[src/rtl/slew_seq_pkg.sv]
package slew_seq_pkg;
  // Strobes from control to datapath
  typedef struct packed {
    logic latchTgt;  // capture targetCode as the destination
    logic jump;      // load targetCode into the DAC code directly
    logic step;      // advance the DAC code by one
  } seqStrobe_t;
endpackage

[src/rtl/slew_seq_datapath.sv]
module slew_seq_datapath
  import slew_seq_pkg::*;
#(
  parameter int CODE_W   = 6,
  parameter int RST_CODE = 0
) (
  input  logic              clk,
  input  logic              rstN,
  input  logic [CODE_W-1:0] targetCode,
  input  seqStrobe_t        strb,
  output logic [CODE_W-1:0] dacCode,
  output logic [CODE_W-1:0] tgtCode,
  output logic              newAbove,
  output logic              lastStep
);
  localparam logic [CODE_W-1:0] ONE_CODE = CODE_W'(1);
  localparam logic [CODE_W-1:0] INIT     = CODE_W'(RST_CODE);

  logic [CODE_W-1:0] nextUp;

  always_comb begin
    nextUp   = dacCode + ONE_CODE;
    newAbove = targetCode > dacCode;
    lastStep = nextUp == tgtCode;
  end

  always_ff @(posedge clk) begin
    if (!rstN) begin
      dacCode <= INIT;
      tgtCode <= INIT;
    end else begin
      if (strb.latchTgt) tgtCode <= targetCode;
      if (strb.jump)      dacCode <= targetCode;
      else if (strb.step) dacCode <= nextUp;
    end
  end
endmodule

[src/rtl/slew_seq_ctrl.sv]
module slew_seq_ctrl
  import slew_seq_pkg::*;
#(
  parameter int CODE_W     = 6,
  parameter int RATE_W     = 3,
  parameter int BASE_SHIFT = 6,
  parameter int RST_CODE   = 0
) (
  input  logic              clk,
  input  logic              rstN,
  input  logic [CODE_W-1:0] targetCode,
  input  logic [RATE_W-1:0] slewCode,
  input  logic              hwMode,
  input  logic              goBit,
  input  logic              tick,
  input  logic              newAbove,
  input  logic              lastStep,
  output seqStrobe_t        strb,
  output logic              busy,
  output logic              done
);
  localparam int CNT_W = BASE_SHIFT + 1;
  localparam logic [RATE_W-1:0] SINGLE_CODE = {RATE_W{1'b1}};
  localparam logic [CNT_W-1:0]  CNT_ONE     = CNT_W'(1);

  logic              goPrev;
  logic [CODE_W-1:0] tgtPrev;
  logic [CNT_W-1:0]  tickCnt;
  logic [CNT_W-1:0]  stepLimit;
  logic              trig, rampOk, atLimit, stepNow, finish;

  always_comb begin
    if (slewCode == SINGLE_CODE) stepLimit = CNT_ONE;
    else stepLimit = CNT_ONE << (BASE_SHIFT - int'(slewCode));
    trig    = hwMode ? (targetCode != tgtPrev) : (goBit & ~goPrev);
    rampOk  = newAbove && (slewCode != SINGLE_CODE);
    atLimit = tickCnt >= (stepLimit - CNT_ONE);
    stepNow = busy && !trig && tick && atLimit;
    finish  = stepNow && lastStep;
    strb.latchTgt = trig;
    strb.jump     = trig && !rampOk;
    strb.step     = stepNow;
  end

  always_ff @(posedge clk) begin
    if (!rstN) begin
      goPrev  <= 1'b0;
      tgtPrev <= CODE_W'(RST_CODE);
      tickCnt <= '0;
      busy    <= 1'b0;
      done    <= 1'b0;
    end else begin
      goPrev  <= goBit;
      tgtPrev <= targetCode;
      done    <= (trig && !rampOk) || finish;
      if (trig)        busy <= rampOk;
      else if (finish) busy <= 1'b0;
      if (trig && !busy)              tickCnt <= '0;
      else if (busy && tick && !trig) tickCnt <= atLimit ? '0 : tickCnt + CNT_ONE;
    end
  end
endmodule

[src/rtl/slew_sequencer.sv]
module slew_sequencer
  import slew_seq_pkg::*;
#(
  parameter int CODE_W     = 6,
  parameter int RATE_W     = 3,
  parameter int BASE_SHIFT = 6,
  parameter int RST_CODE   = 0
) (
  input  logic              clk,
  input  logic              rstN,
  input  logic [CODE_W-1:0] targetCode,
  input  logic [RATE_W-1:0] slewCode,
  input  logic              hwMode,
  input  logic              goBit,
  input  logic              tick,
  output logic [CODE_W-1:0] dacCode,
  output logic              busy,
  output logic              done
);
  seqStrobe_t        strb;
  logic [CODE_W-1:0] latchedTarget;
  logic              newAbove, lastStep;

  slew_seq_ctrl #(
    .CODE_W(CODE_W), .RATE_W(RATE_W), .BASE_SHIFT(BASE_SHIFT), .RST_CODE(RST_CODE)
  ) u_ctrl (
    .clk(clk), .rstN(rstN), .targetCode(targetCode), .slewCode(slewCode),
    .hwMode(hwMode), .goBit(goBit), .tick(tick), .newAbove(newAbove),
    .lastStep(lastStep), .strb(strb), .busy(busy), .done(done)
  );

  slew_seq_datapath #(
    .CODE_W(CODE_W), .RST_CODE(RST_CODE)
  ) u_dp (
    .clk(clk), .rstN(rstN), .targetCode(targetCode), .strb(strb),
    .dacCode(dacCode), .tgtCode(latchedTarget), .newAbove(newAbove),
    .lastStep(lastStep)
  );
endmodule

[config.mk]
export PLATFORM = sky130hd
export DESIGN_NAME = slew_sequencer
export DESIGN_NICKNAME = d
export VERILOG_FILES = /design/src/rtl/slew_seq_pkg.sv /design/src/rtl/slew_seq_datapath.sv /design/src/rtl/slew_seq_ctrl.sv /design/src/rtl/slew_sequencer.sv
export SDC_FILE = /design/constraint.sdc
export NUM_CORES = 1
export LEC_CHECK = 0
export BUFFER_PORTS_ARGS = -buffer_cell sky130_fd_sc_hd__clkbuf_2
export CAP_MARGIN = 20
export CORE_MARGIN = 1.5
export CORE_UTILIZATION = 45
export CTS_CLUSTER_SIZE = 20
export DETAILED_ROUTE_END_ITERATION = 10
export PLACE_DENSITY = 0.66
export SYNTH_ARGS = -nofsm -noshare
export SYNTH_HDL_FRONTEND = slang
export SYNTH_HIERARCHICAL = 1
export SYNTH_SLANG_ARGS = --single-unit
[constraint.sdc]
create_clock -name clk -period 3.9 [get_ports clk]
set_clock_uncertainty 0.05 [all_clocks]
set_input_delay 0.78 -clock clk [delete_from_list [all_inputs] [get_ports clk]]
set_output_delay 0.78 -clock clk [all_outputs]
set_load 0.1 [all_outputs]
### Word-level counts from Yosys, hierarchy flattened

Cells that the tools add are included.

* add/sub/neg operators: 4
* magnitude comparators: 2
* equal/unequal tests: 4
* shift operators: 1
* multiplexer cells: 7
* bitwise logic cells: 3
* reduce and logical (&&, ||, !) cells: 16

Operator list (count)
* left shift 1 x 32 -> 7 bit, first input constant: 1
* 2-to-1 mux 7 bit: 2
* 2-to-1 mux 6 bit: 2
* logical AND 1 bit: 9
* adder 7 x 1 -> 7 bit, second input constant: 1
* greater-or-equal comparator 7 bit: 1
* subtractor 7 x 1 -> 7 bit, second input constant: 1
* adder 6 x 1 -> 6 bit, second input constant: 1
* == test 6 bit: 1
* greater-than comparator 6 bit: 1
* != test 6 bit: 1
* nonzero test 2 bit: 2
* subtractor 3 x 3 -> 4 bit, first input constant: 1
* == test 3 bit, second input constant: 1
* zero test 1 bit: 3
* 2-to-1 mux 1 bit: 3
* != test 3 bit, second input constant: 1
* inverter 1 bit: 2
* OR reduction 2 bit: 1
* AND 1 bit: 1
* logical OR 1 bit: 1

* flip-flop bits (word level): 28
* bits of input ports: 14
* output and inout bits: 8

### Depth between registers and ports, before layout

Gate-level depths: netlist (run 1).

* word-level depth: 10
* gate-level depth with buffers: 19

### Hierarchy

The synthesis (run 1) kept the hierarchy.

By module, submodules not included
* slew_seq_ctrl: times used 1, cells each 143, area each 1107.3 µm², sequential area each 320.3 µm²
* slew_seq_datapath: times used 1, cells each 98, area each 835.8 µm², sequential area each 240.2 µm²

### Least setup slack after synthesis (run 1)

OpenSTA, ideal clock, no wires.

* path kind: input -> register
* start point: input port slewCode[0]
* end point: register u_dp.dacCode[4]
* arrival: 3.485 ns
* setup slack: 0.250 ns
* cell stages on the path: 19
* cell sequence: ha_1 nor2_1 nand3_1 o21ai_0 nand3_1 ha_1 nor4_1 a21oi_1 ha_1 nand2_1 o21ai_0 a211oi_2 nor2_1 buf_4 buf_2 nand4_1 xnor2_1 o21ai_0 and2_1

* word-level cells in the longest chain between the ends: 7

Ends and longest elaborated chain
* from (decl): line slew_sequencer.sv:12 `input logic [RATE_W-1:0] slewCode,`
* subtractor 3 x 3 -> 4 bit: line slew_seq_ctrl.sv:34 `else stepLimit = CNT_ONE << (BASE_SHIFT - int'(slewCode));`
* left shift 1 x 32 -> 7 bit: line slew_seq_ctrl.sv:34
* 2-to-1 mux 7 bit (*): line slew_seq_ctrl.sv:33 `if (slewCode == SINGLE_CODE) stepLimit = CNT_ONE;`
* subtractor 7 x 1 -> 7 bit (*): line slew_seq_ctrl.sv:37 `atLimit = tickCnt >= (stepLimit - CNT_ONE);`
* greater-or-equal comparator 7 bit (*): line slew_seq_ctrl.sv:37
* logical AND 1 bit (*): line slew_seq_ctrl.sv:38 `stepNow = busy && !trig && tick && atLimit;`
* named net u_ctrl.stepNow: line slew_seq_ctrl.sv:30 `logic trig, rampOk, atLimit, stepNow, finish;`
* nonzero test 2 bit (no source line) (*)
* to (signal assigned): line slew_seq_datapath.sv:33 `if (strb.jump) dacCode <= targetCode;`
* to (signal assigned): line slew_seq_datapath.sv:34 `else if (strb.step) dacCode <= nextUp;`
* to (decl): line slew_seq_datapath.sv:11 `output logic [CODE_W-1:0] dacCode,`

The timed path passes the listed nets; every way through them passes the cells marked *.
A chain may end at the register's enable or synchronous reset.

==> impl_metrics.toml, run 1 <==
[power_and_ir_drop]
combPwrFrac = 0.308
power_mw = 0.8103
p_clk_frac = 0.290
ir_drop_mv = 0.2615
p_int_mw = 0.5220
seqPwrFrac = 0.402
power_density_nw_per_um2 = 374.4
leakagePower_nw = 0.9144
switching_power_mw = 0.2884
p_sw_frac = 0.3559

[placed_design]
io_buffers = 21
hpwl_um = 3044
place_congestion = 0.8314

[drt]
postRouteAntennaNets = 0
drc = 0
wl_um = 4067
drtIter0Drc = 132
via_count = 1649
dr.pass1.iters = 4
viasPerCell = 5.319
drt-wirelength-per-cell_um = 13.12

[worst_setup_path]
cp.required_ps = 4030
worstSetupPathType = "input port to flip-flop"
crit_path_max_fanout = 7
end_kind = "flip-flop"
timing.rr.start = "u_dp/dacCode[3]"
arrival_ps = 3590
startpoint_type = "input port"
crit_path_start = "slewCode[0]"

[yosys]
synth-seq-cells = 28
yosysSeqAreaShare = 0.2885
synth-edff-count = 0
ys_dominant_reg_cell = "dfxtp_1"
synthDistinctLibCells = 44
synthCells = 241
syn_nets = 273
yosysWarnings = 6
async_reset_ff_frac = 0
avgSynthCellArea_um2 = 8.063
synthesis.area_um2 = 1943

[timing]
finalSetupTns_ps = 0
finalSetupViolCount = 0
slew_violations = 0
period_share = 0.8868
maxSlewHeadroom = 0.6370
fin_crit_ps = 3458
finalHoldViolations = 0
tightest_slew_ps = 546.8
rsz0062_at_grt = "no"
max_freq_ghz = 0.2892

[run]
cap_violations = 0

[cts]
clock_sinks = 28
cts_max_level = 1
cts_hold_buf = 0
clock_latency_ps = 280
cts_buffers = 3
cts-root-buf = "clkbuf_8"
path_clk_slew_ps = 100
clock_path_buffers = 2
cts_tree = "done"

[global_route]
first_global_vias = 1468
grt.total_usage = 0.1825
overflow = 0
antenna_found_initial = 0
grt_pass1_wl_um = 6506
grt_max_degree = 25

[layout]
syn_to_final_growth_pct = 11.40
post_route_cells_drive_above_1_share = 0.1538
final_common_cell = "nand2_1"
final_cell_mix = "nand2_1 (29), dfxtp_1 (28), clkbuf_2 (21), ha_1 (18)"
nets = 293
antenna_cells = 0
n_fill_cell = 411
postLayoutCoreUtil = 0.5297

[worst_hold_path]
hp-start = "u_ctrl/tickCnt[0]"
hold_path_class = "flip-flop to flip-flop"

[floorplan]
dieHeight_um = 68.71
pin_count = 22
die_w_um = 68.71
rows = 23
core_area_um2 = 4086
start_util = 0.4755
die-area_um2 = 4721

[outcome]
status = "finished, final reports clean"
[through the flow]
stage / setup WS (ps) / hold WS (ps) / area, µm² / std cells
global route: 4.949 / 484.9 / 2165 / 310
finish: 441.7 / 457.0 / 2165 / 310
detailed placement: 169.6 / 442.8 / 2091 / 306
CTS: 454.4 / 457.6 / 2162 / 310
global placement: 270.7 / 432.5 / 2091 / 306
floorplan: 249.8 / 413.8 / 1943 / 241
[worst paths after layout]
| check | slack (ps) | cells after the start | to |
|---|---|---|---|
| max reg2reg | 1400 | 11 | u_dp/dacCode[1] |
| min | 460 | 2 | u_ctrl/tickCnt[0] |
| max | 440 | 18 | u_dp/dacCode[1] |
| min reg2reg | 460 | 2 | u_ctrl/tickCnt[0] |
[what timing repair did]
item | in CTS | in global routing
endpoints found under the hold margin | 0 | 0
gates resized for setup | 0 | 1
setup buffers | 0 | 0
endpoints found under the setup margin | 0 | 2
[synth_stat cells, types with 2 or more instances]
| master | number | area share |
|---|---|---|
| a21oi_1 | 14 | 0.036 |
| a31oi_1 | 3 | 0.0097 |
| and2_1 | 12 | 0.039 |
| and3_1 | 2 | 0.0064 |
| buf_2 | 4 | 0.010 |
| buf_4 | 2 | 0.0077 |
| clkbuf_1 | 5 | 0.0097 |
| dfxtp_1 | 28 | 0.29 |
| ha_1 | 18 | 0.12 |
| inv_1 | 11 | 0.021 |
| mux2i_1 | 7 | 0.036 |
| nand2_1 | 29 | 0.056 |
| nand2b_1 | 2 | 0.0064 |
| nand3_1 | 11 | 0.028 |
| nand4_1 | 3 | 0.0097 |
| nor2_1 | 15 | 0.029 |
| nor2b_1 | 11 | 0.035 |
| o21ai_0 | 12 | 0.031 |
| o21ai_1 | 2 | 0.0052 |
| o22ai_1 | 5 | 0.016 |
| or2_2 | 4 | 0.013 |
| or3b_1 | 2 | 0.0090 |
| xnor2_1 | 10 | 0.045 |
| xor2_1 | 9 | 0.041 |
[power groups by stage]
stage          sequential [mW]  clock, mW  combinational, mW
6_report                 0.326      0.235              0.249
3_5_place_dp             0.332          0              0.248
2_1_floorplan            0.398          0              0.131
5_1_grt                  0.329      0.249              0.272
4_1_cts                  0.326      0.240              0.250
3_3_place_gp             0.333          0              0.248
[cell families (layout without fill, tap and decap cells)]
group	Yosys count	after routing	synth area share
AOI/OAI and AO/OA	47	47	0.1488
xor gates and xnor gates	19	19	0.08564
adders and majority gates	18	18	0.1159
buffers and inverters	23	42	0.05473
DFF	28	28	0.2885
muxes	7	7	0.03606
and+or+nand+nor	99	99	0.2704
[registers in the layout (all words and copies together) (netlist names)]
register        count
u_ctrl/busy         1
u_ctrl/done         1
u_ctrl/goPrev       1
u_ctrl/tgtPrev      6
u_ctrl/tickCnt      7
u_dp/dacCode        6
u_dp/tgtCode        6
[cell type report]
type                            instances  area (µm²)  area share
Clock inverter                          1       30.03     0.01387
Clock buffer                            3       41.29     0.01908
Timing Repair Buffer                   27       150.1     0.06936
Sequential cell                        28       560.5      0.2590
Multi-Input combinational cell        190        1279      0.5908
Tap cell                               50       62.56     0.02890
Inverter                               11       41.29     0.01908
[critical path, stage by stage]
cell and delay (ps):
clkbuf_2 130, ha_1 250, nor2_1 190, nand3_1 100, o21ai_0 80, nand3_1 90, ha_1 200, nor4_1 230
a21oi_1 90, ha_1 300, nand2_1 90, o21ai_0 100, a211oi_2 310, nor2_2 90, buf_4 160, mux2i_1 130
o21ai_0 100, and2_1 160
[layer usage]
metal	part of all wire	up-vias	wire, µm	global-route usage
met3	0.032	2	131	0.01948
met1	0.48	755	1933	0.2366
li1	-	867	-	-
met5	0	-	0	0
met4	0.0057	0	23	0.05147
met2	0.49	25	1979	0.3197
No activity file was read; power rests on OpenSTA's default activity.
==> inputs of run 2 (changes only) <==
CORE_MARGIN = unset   (was 1.5)
CORE_UTILIZATION = 58   (was 45)
PLACE_DENSITY = 0.79   (was 0.66)
clock period = 3.7 ns   (was 3.9 ns; I/O delays follow)
==> run 2 against run 1 <==
Sequential share of layout area is 0.075 points higher; total power is 0.41% higher; core utilization is 16 points higher; combinational power is 6% higher; via count is 3.9% higher; design area is 0.29% lower; worst hold slack better by 0.78 ps; largest cell class unchanged; largest power group unchanged.
==> impl_metrics.toml, run 2 (synthesized netlist as in run 1, its figures left out) <==
[layout]
multi_input_area_um2 = 1276
n_fill_cell = 288
final_common_cell = "nand2_1"
postLayoutCoreUtil = 0.6900
nets = 296
stdcell_area_um2 = 2158
final_cell_mix = "nand2_1 (29), dfxtp_1 (28), clkbuf_2 (21), ha_1 (18), nor2_1 (15)"
finalNonFillerCells = 307
syn_to_final_growth_pct = 11.08
largest_reg_flops = 7
top_register = "u_ctrl/tickCnt"
antenna_cells = 0
register_area_um2 = 560.5
post_route_cells_drive_above_1_share = 0.1597

[worst_setup_path]
arrival_ps = 3510
crit_path_max_fanout = 7
cp_common_cell = "ha_1"
timing.rr.end = "u_dp/dacCode[3]"
r2r_slack_ps = 1030
max_stage_delay_ps = 470
timing.rr.start = "u_dp/dacCode[3]"
crit_chain = "clkbuf_2 > ha_1 > nor2_1 > nand3_1 > o21ai_0 > nand3_1 > ha_1 > nor4_1 > a21oi_1 > ha_1 > nand2_1 > o21ai_0 > a211oi_2 > buf_4 > or3b_1 > o21ai_1"
worstSetupPathType = "input port to flip-flop"
cp.required_ps = 3940
end_kind = "flip-flop"
startpoint_type = "input port"
cp_slowest_cell = "or3b_1"
worst_r2r_path_depth = 11
crit_path_start = "slewCode[0]"

[placed_design]
place_congestion = 0.8749
io_buffers = 21
place_area_um2 = 2106
hpwl_um = 2980
dp.cells = 303

[global_route]
grt_pass1_wl_um = 6610
grt_util_met2 = 0.4270
first_global_vias = 1577
top_usage_layer = "met2"
met3_usage = 0.02597
overflow = 0
grt_max_degree = 25
grt.total_usage = 0.2424
antenna_found_initial = 0
grtUsageMet1 = 0.2916

[timing]
finalSetupViolCount = 0
maxSlewHeadroom = 0.5776
rsz0062_at_grt = "no"
period_share = 0.8837
finalSetupTns_ps = 0
max_freq_ghz = 0.3058
fin_crit_ps = 3270
finalHoldViolations = 0
slew_violations = 0
tightest_slew_ps = 632.3

[floorplan]
start_util = 0.6212
rows = 20
dieHeight_um = 59.88
die_w_um = 59.88
pin_count = 22
die-area_um2 = 3586
core_area_um2 = 3128

[cts]
cts_max_level = 1
cts-root-buf = "clkbuf_4"
cts_tree = "done"
path_clk_slew_ps = 160
postCtsSetupRepairBufs = 0
clock_sinks = 28
cts_hold_buf = 0
cts_resized = 0
cts_buffers = 3
clock_path_buffers = 2
clock_latency_ps = 340

[drt]
drc = 0
drtIter0Drc = 86
viasPerCell = 5.580
drt-wirelength-per-cell_um = 12.95
wl_um = 3977
via_count = 1713
dr.pass1.iters = 4
postRouteAntennaNets = 0

[power_and_ir_drop]
leakagePower_nw = 0.9214
power_density_nw_per_um2 = 377.0
power_mw = 0.8136
ir_drop_mv = 0.2373

[outcome]
status = "finished, final reports clean"

[worst_hold_path]
min_to = "u_ctrl/tickCnt[0]"
hold_path_class = "flip-flop to flip-flop"
hold_depth = 2
hp-start = "u_ctrl/tickCnt[0]"

[run]
cap_violations = 0
## run 2: changes by cell type in the layout (fill, tap and decap cells not counted)
cell and delta:
clkbuf_4 +3, nor2_1 +1, buf_4 +3, nor2_2 -1, clkbuf_8 -3
## run 2: layout make-up
| type | count | share of cell area |
|---|---|---|
| clock buffers | 3 | 0.01043 |
| clock inverters | 1 | 0.01391 |
| inverters | 11 | 0.01913 |
| multi-input cells | 190 | 0.5913 |
| flip-flops and latches | 28 | 0.2597 |
| well taps | 44 | 0.02551 |
| repair buffers | 30 | 0.08000 |
## run 2: worst max-delay path by stage
stage,to,cells after the start,slack [ps]
2_1_floorplan,u_dp/dacCode[4],19,90
3_3_place_gp,u_dp/dacCode[4],19,170
3_5_place_dp,u_ctrl/tickCnt[0],16,80
4_1_cts,u_ctrl/tickCnt[0],16,450
5_1_grt,u_dp/dacCode[4],19,150
6_report,u_ctrl/tickCnt[0],16,430
## run 2: metal layers
layer  share of wire  wire length [µm]
met2            0.49              1930
met1            0.47              1851
met5               0                 0
met3           0.025               101
met4           0.023                93
## run 2: metrics by stage
step	hold slack, ps	setup WS (ps)
global route	489.0	151.5
CTS	461.2	447.9
detailed placement	438.8	79.73
floorplan	413.8	89.83
finish	457.8	430.3
global placement	434.1	174.5
## run 2: critical path, delay by kind of cell
kind,cells,cell delay (ps)
AND/OR/NAND/NOR,6,1110
adder cells (fa/ha/maj),3,700
AO/OA/AOI/OAI,5,670
buffers and inverters,2,280
## run 2: power breakdown
group / switching (mW) / total [mW] / leakage, nW / internal (mW)
sequential: 0.0225 / 0.344 / 0.230 / 0.321
clock: 0.0973 / 0.207 / 0.0279 / 0.110
combinational: 0.178 / 0.263 / 0.663 / 0.0843
==> inputs of run 3 (changes only) <==
CELL_PAD_IN_SITES_DETAIL_PLACEMENT = 1   (was unset)
CELL_PAD_IN_SITES_GLOBAL_PLACEMENT = 2   (was unset)
CORE_UTILIZATION = 34   (was 58)
PLACE_DENSITY = unset   (was 0.79)
PLACE_DENSITY_LB_ADDON = 0.1   (was unset)
==> run 3 against run 2 <==
First-iteration DRC count decreased by 73%; design area rose by 3.2%; highest routed layer unchanged; register-to-register slack improved by 220 ps; worst hold slack better by 1.9 ps; sequential share of layout area shrank 0.80 points; worst setup slack worse by 150 ps; total power grew 5.7%.
==> impl_metrics.toml, run 3 (synthesized netlist as in run 1, its figures left out) <==
[drt]
drt-wirelength-per-cell_um = 13.95
wl_um = 4702
viasPerCell = 5.003
drtIter0Drc = 23
drc = 0
dr.pass1.iters = 4
via_count = 1686
postRouteAntennaNets = 0

[layout]
register_area_um2 = 560.5
top_register = "u_ctrl/tickCnt"
nets = 298
stdcell_area_um2 = 2227
post_route_cells_drive_above_1_share = 0.1660
n_fill_cell = 697
finalNonFillerCells = 337
postLayoutCoreUtil = 0.4045
final_cell_mix = "nand2_1 (29), dfxtp_1 (28), clkbuf_2 (21), ha_1 (18), nor2_1 (15)"
syn_to_final_growth_pct = 14.62
largest_reg_flops = 7
final_common_cell = "nand2_1"
multi_input_area_um2 = 1276
antenna_cells = 0

[timing]
finalHoldViolations = 0
setup_slack_ps = 283.1
tightest_slew_ps = 547.4
max_freq_ghz = 0.2927
period_share = 0.9235
fin_crit_ps = 3417
maxSlewHeadroom = 0.6367
hold_slack_ps = 459.7
finalSetupViolCount = 0
finalSetupTns_ps = 0
rsz0062_at_grt = "no"
slew_violations = 0

[cts]
postCtsSetupRepairBufs = 0
clock_path_buffers = 2
cts_resized = 0
cts_hold_buf = 0
cts-root-buf = "clkbuf_8"
path_clk_slew_ps = 100
cts_max_level = 1
cts_tree = "done"
clock_latency_ps = 280
cts_buffers = 3
clock_sinks = 28

[power_and_ir_drop]
p_clk_frac = 0.288
seqPwrFrac = 0.399
p_sw_frac = 0.3559
switching_power_mw = 0.3060
leakagePower_nw = 0.9387
combPwrFrac = 0.313
power_density_nw_per_um2 = 386.1
p_int_mw = 0.5539
ir_drop_mv = 0.2136
power_mw = 0.8599

[floorplan]
rows = 27
start_util = 0.3529
die-area_um2 = 6021
dieHeight_um = 77.60
die_w_um = 77.60
core_area_um2 = 5507
pin_count = 22

[worst_setup_path]
worstSetupPathType = "input port to flip-flop"
worst_r2r_path_depth = 11
cp.required_ps = 3870
crit_path_max_fanout = 7
end_kind = "flip-flop"
arrival_ps = 3580
startpoint_type = "input port"

[run]
cap_violations = 0

[outcome]
status = "finished, final reports clean"

[global_route]
antenna_found_initial = 0
first_global_vias = 1679
overflow = 0
grt_max_degree = 25
grt_pass1_wl_um = 8004
grt.total_usage = 0.1671

[placed_design]
dp.cells = 333
hpwl_um = 3689
place_ws_ps = -37.91
io_buffers = 21
place_area_um2 = 2156
place_congestion = 0.7530

[worst_hold_path]
hold_path_class = "flip-flop to flip-flop"
hold_depth = 2
-- run 3: cell count changes in the layout (fill, tap and decap cells not counted), sizes merged --
cell,previous run,this run
buf,9,11
-- run 3: final timing paths --
path                            slack [ps]                 to         startpoint
worst max-delay path                   280  u_ctrl/tickCnt[0]        slewCode[0]
worst min-delay path                   460  u_ctrl/tickCnt[6]  u_ctrl/tickCnt[6]
worst max register to register        1250    u_dp/dacCode[1]    u_dp/dacCode[2]
worst min register to register         460  u_ctrl/tickCnt[6]  u_ctrl/tickCnt[6]
-- run 3: power groups by stage --
stage / logic (mW) / clock network [mW] / registers [mW]
4_1_cts: 0.273 / 0.259 / 0.344
2_1_floorplan: 0.138 / 0 / 0.419
5_1_grt: 0.296 / 0.269 / 0.347
3_5_place_dp: 0.272 / 0 / 0.351
6_report: 0.269 / 0.247 / 0.343
3_3_place_gp: 0.270 / 0 / 0.351
-- run 3: layer usage --
layer	vias up	routed length, µm	global-route usage	part of all wire
li1	877	-	-	-
met1	796	2223	0.2052	0.47
met2	11	2383	0.3115	0.51
met3	2	72	0.02118	0.015
met4	0	24	0.02830	0.0051
met5	-	0	0	0
-- run 3: area by class of cell --
type	count	share of cell area
clock inverter	1	0.01348
inverter	11	0.01854
tap	72	0.04045
timing repair buffer	32	0.08427
multi-input combinational	190	0.5730
sequential	28	0.2517
clock buffer	3	0.01854
-- run 3: worst max-delay path, stage by stage --
cell	delay, ps
clkbuf_2	100
ha_1	210
nor2_1	150
nand3_1	80
o21ai_0	80
nand3_1	100
ha_1	210
nor4_1	230
a21oi_1	80
ha_1	290
nand2_1	90
o21ai_0	100
a211oi_2	260
buf_4	200
or3b_1	490
o21ai_1	170
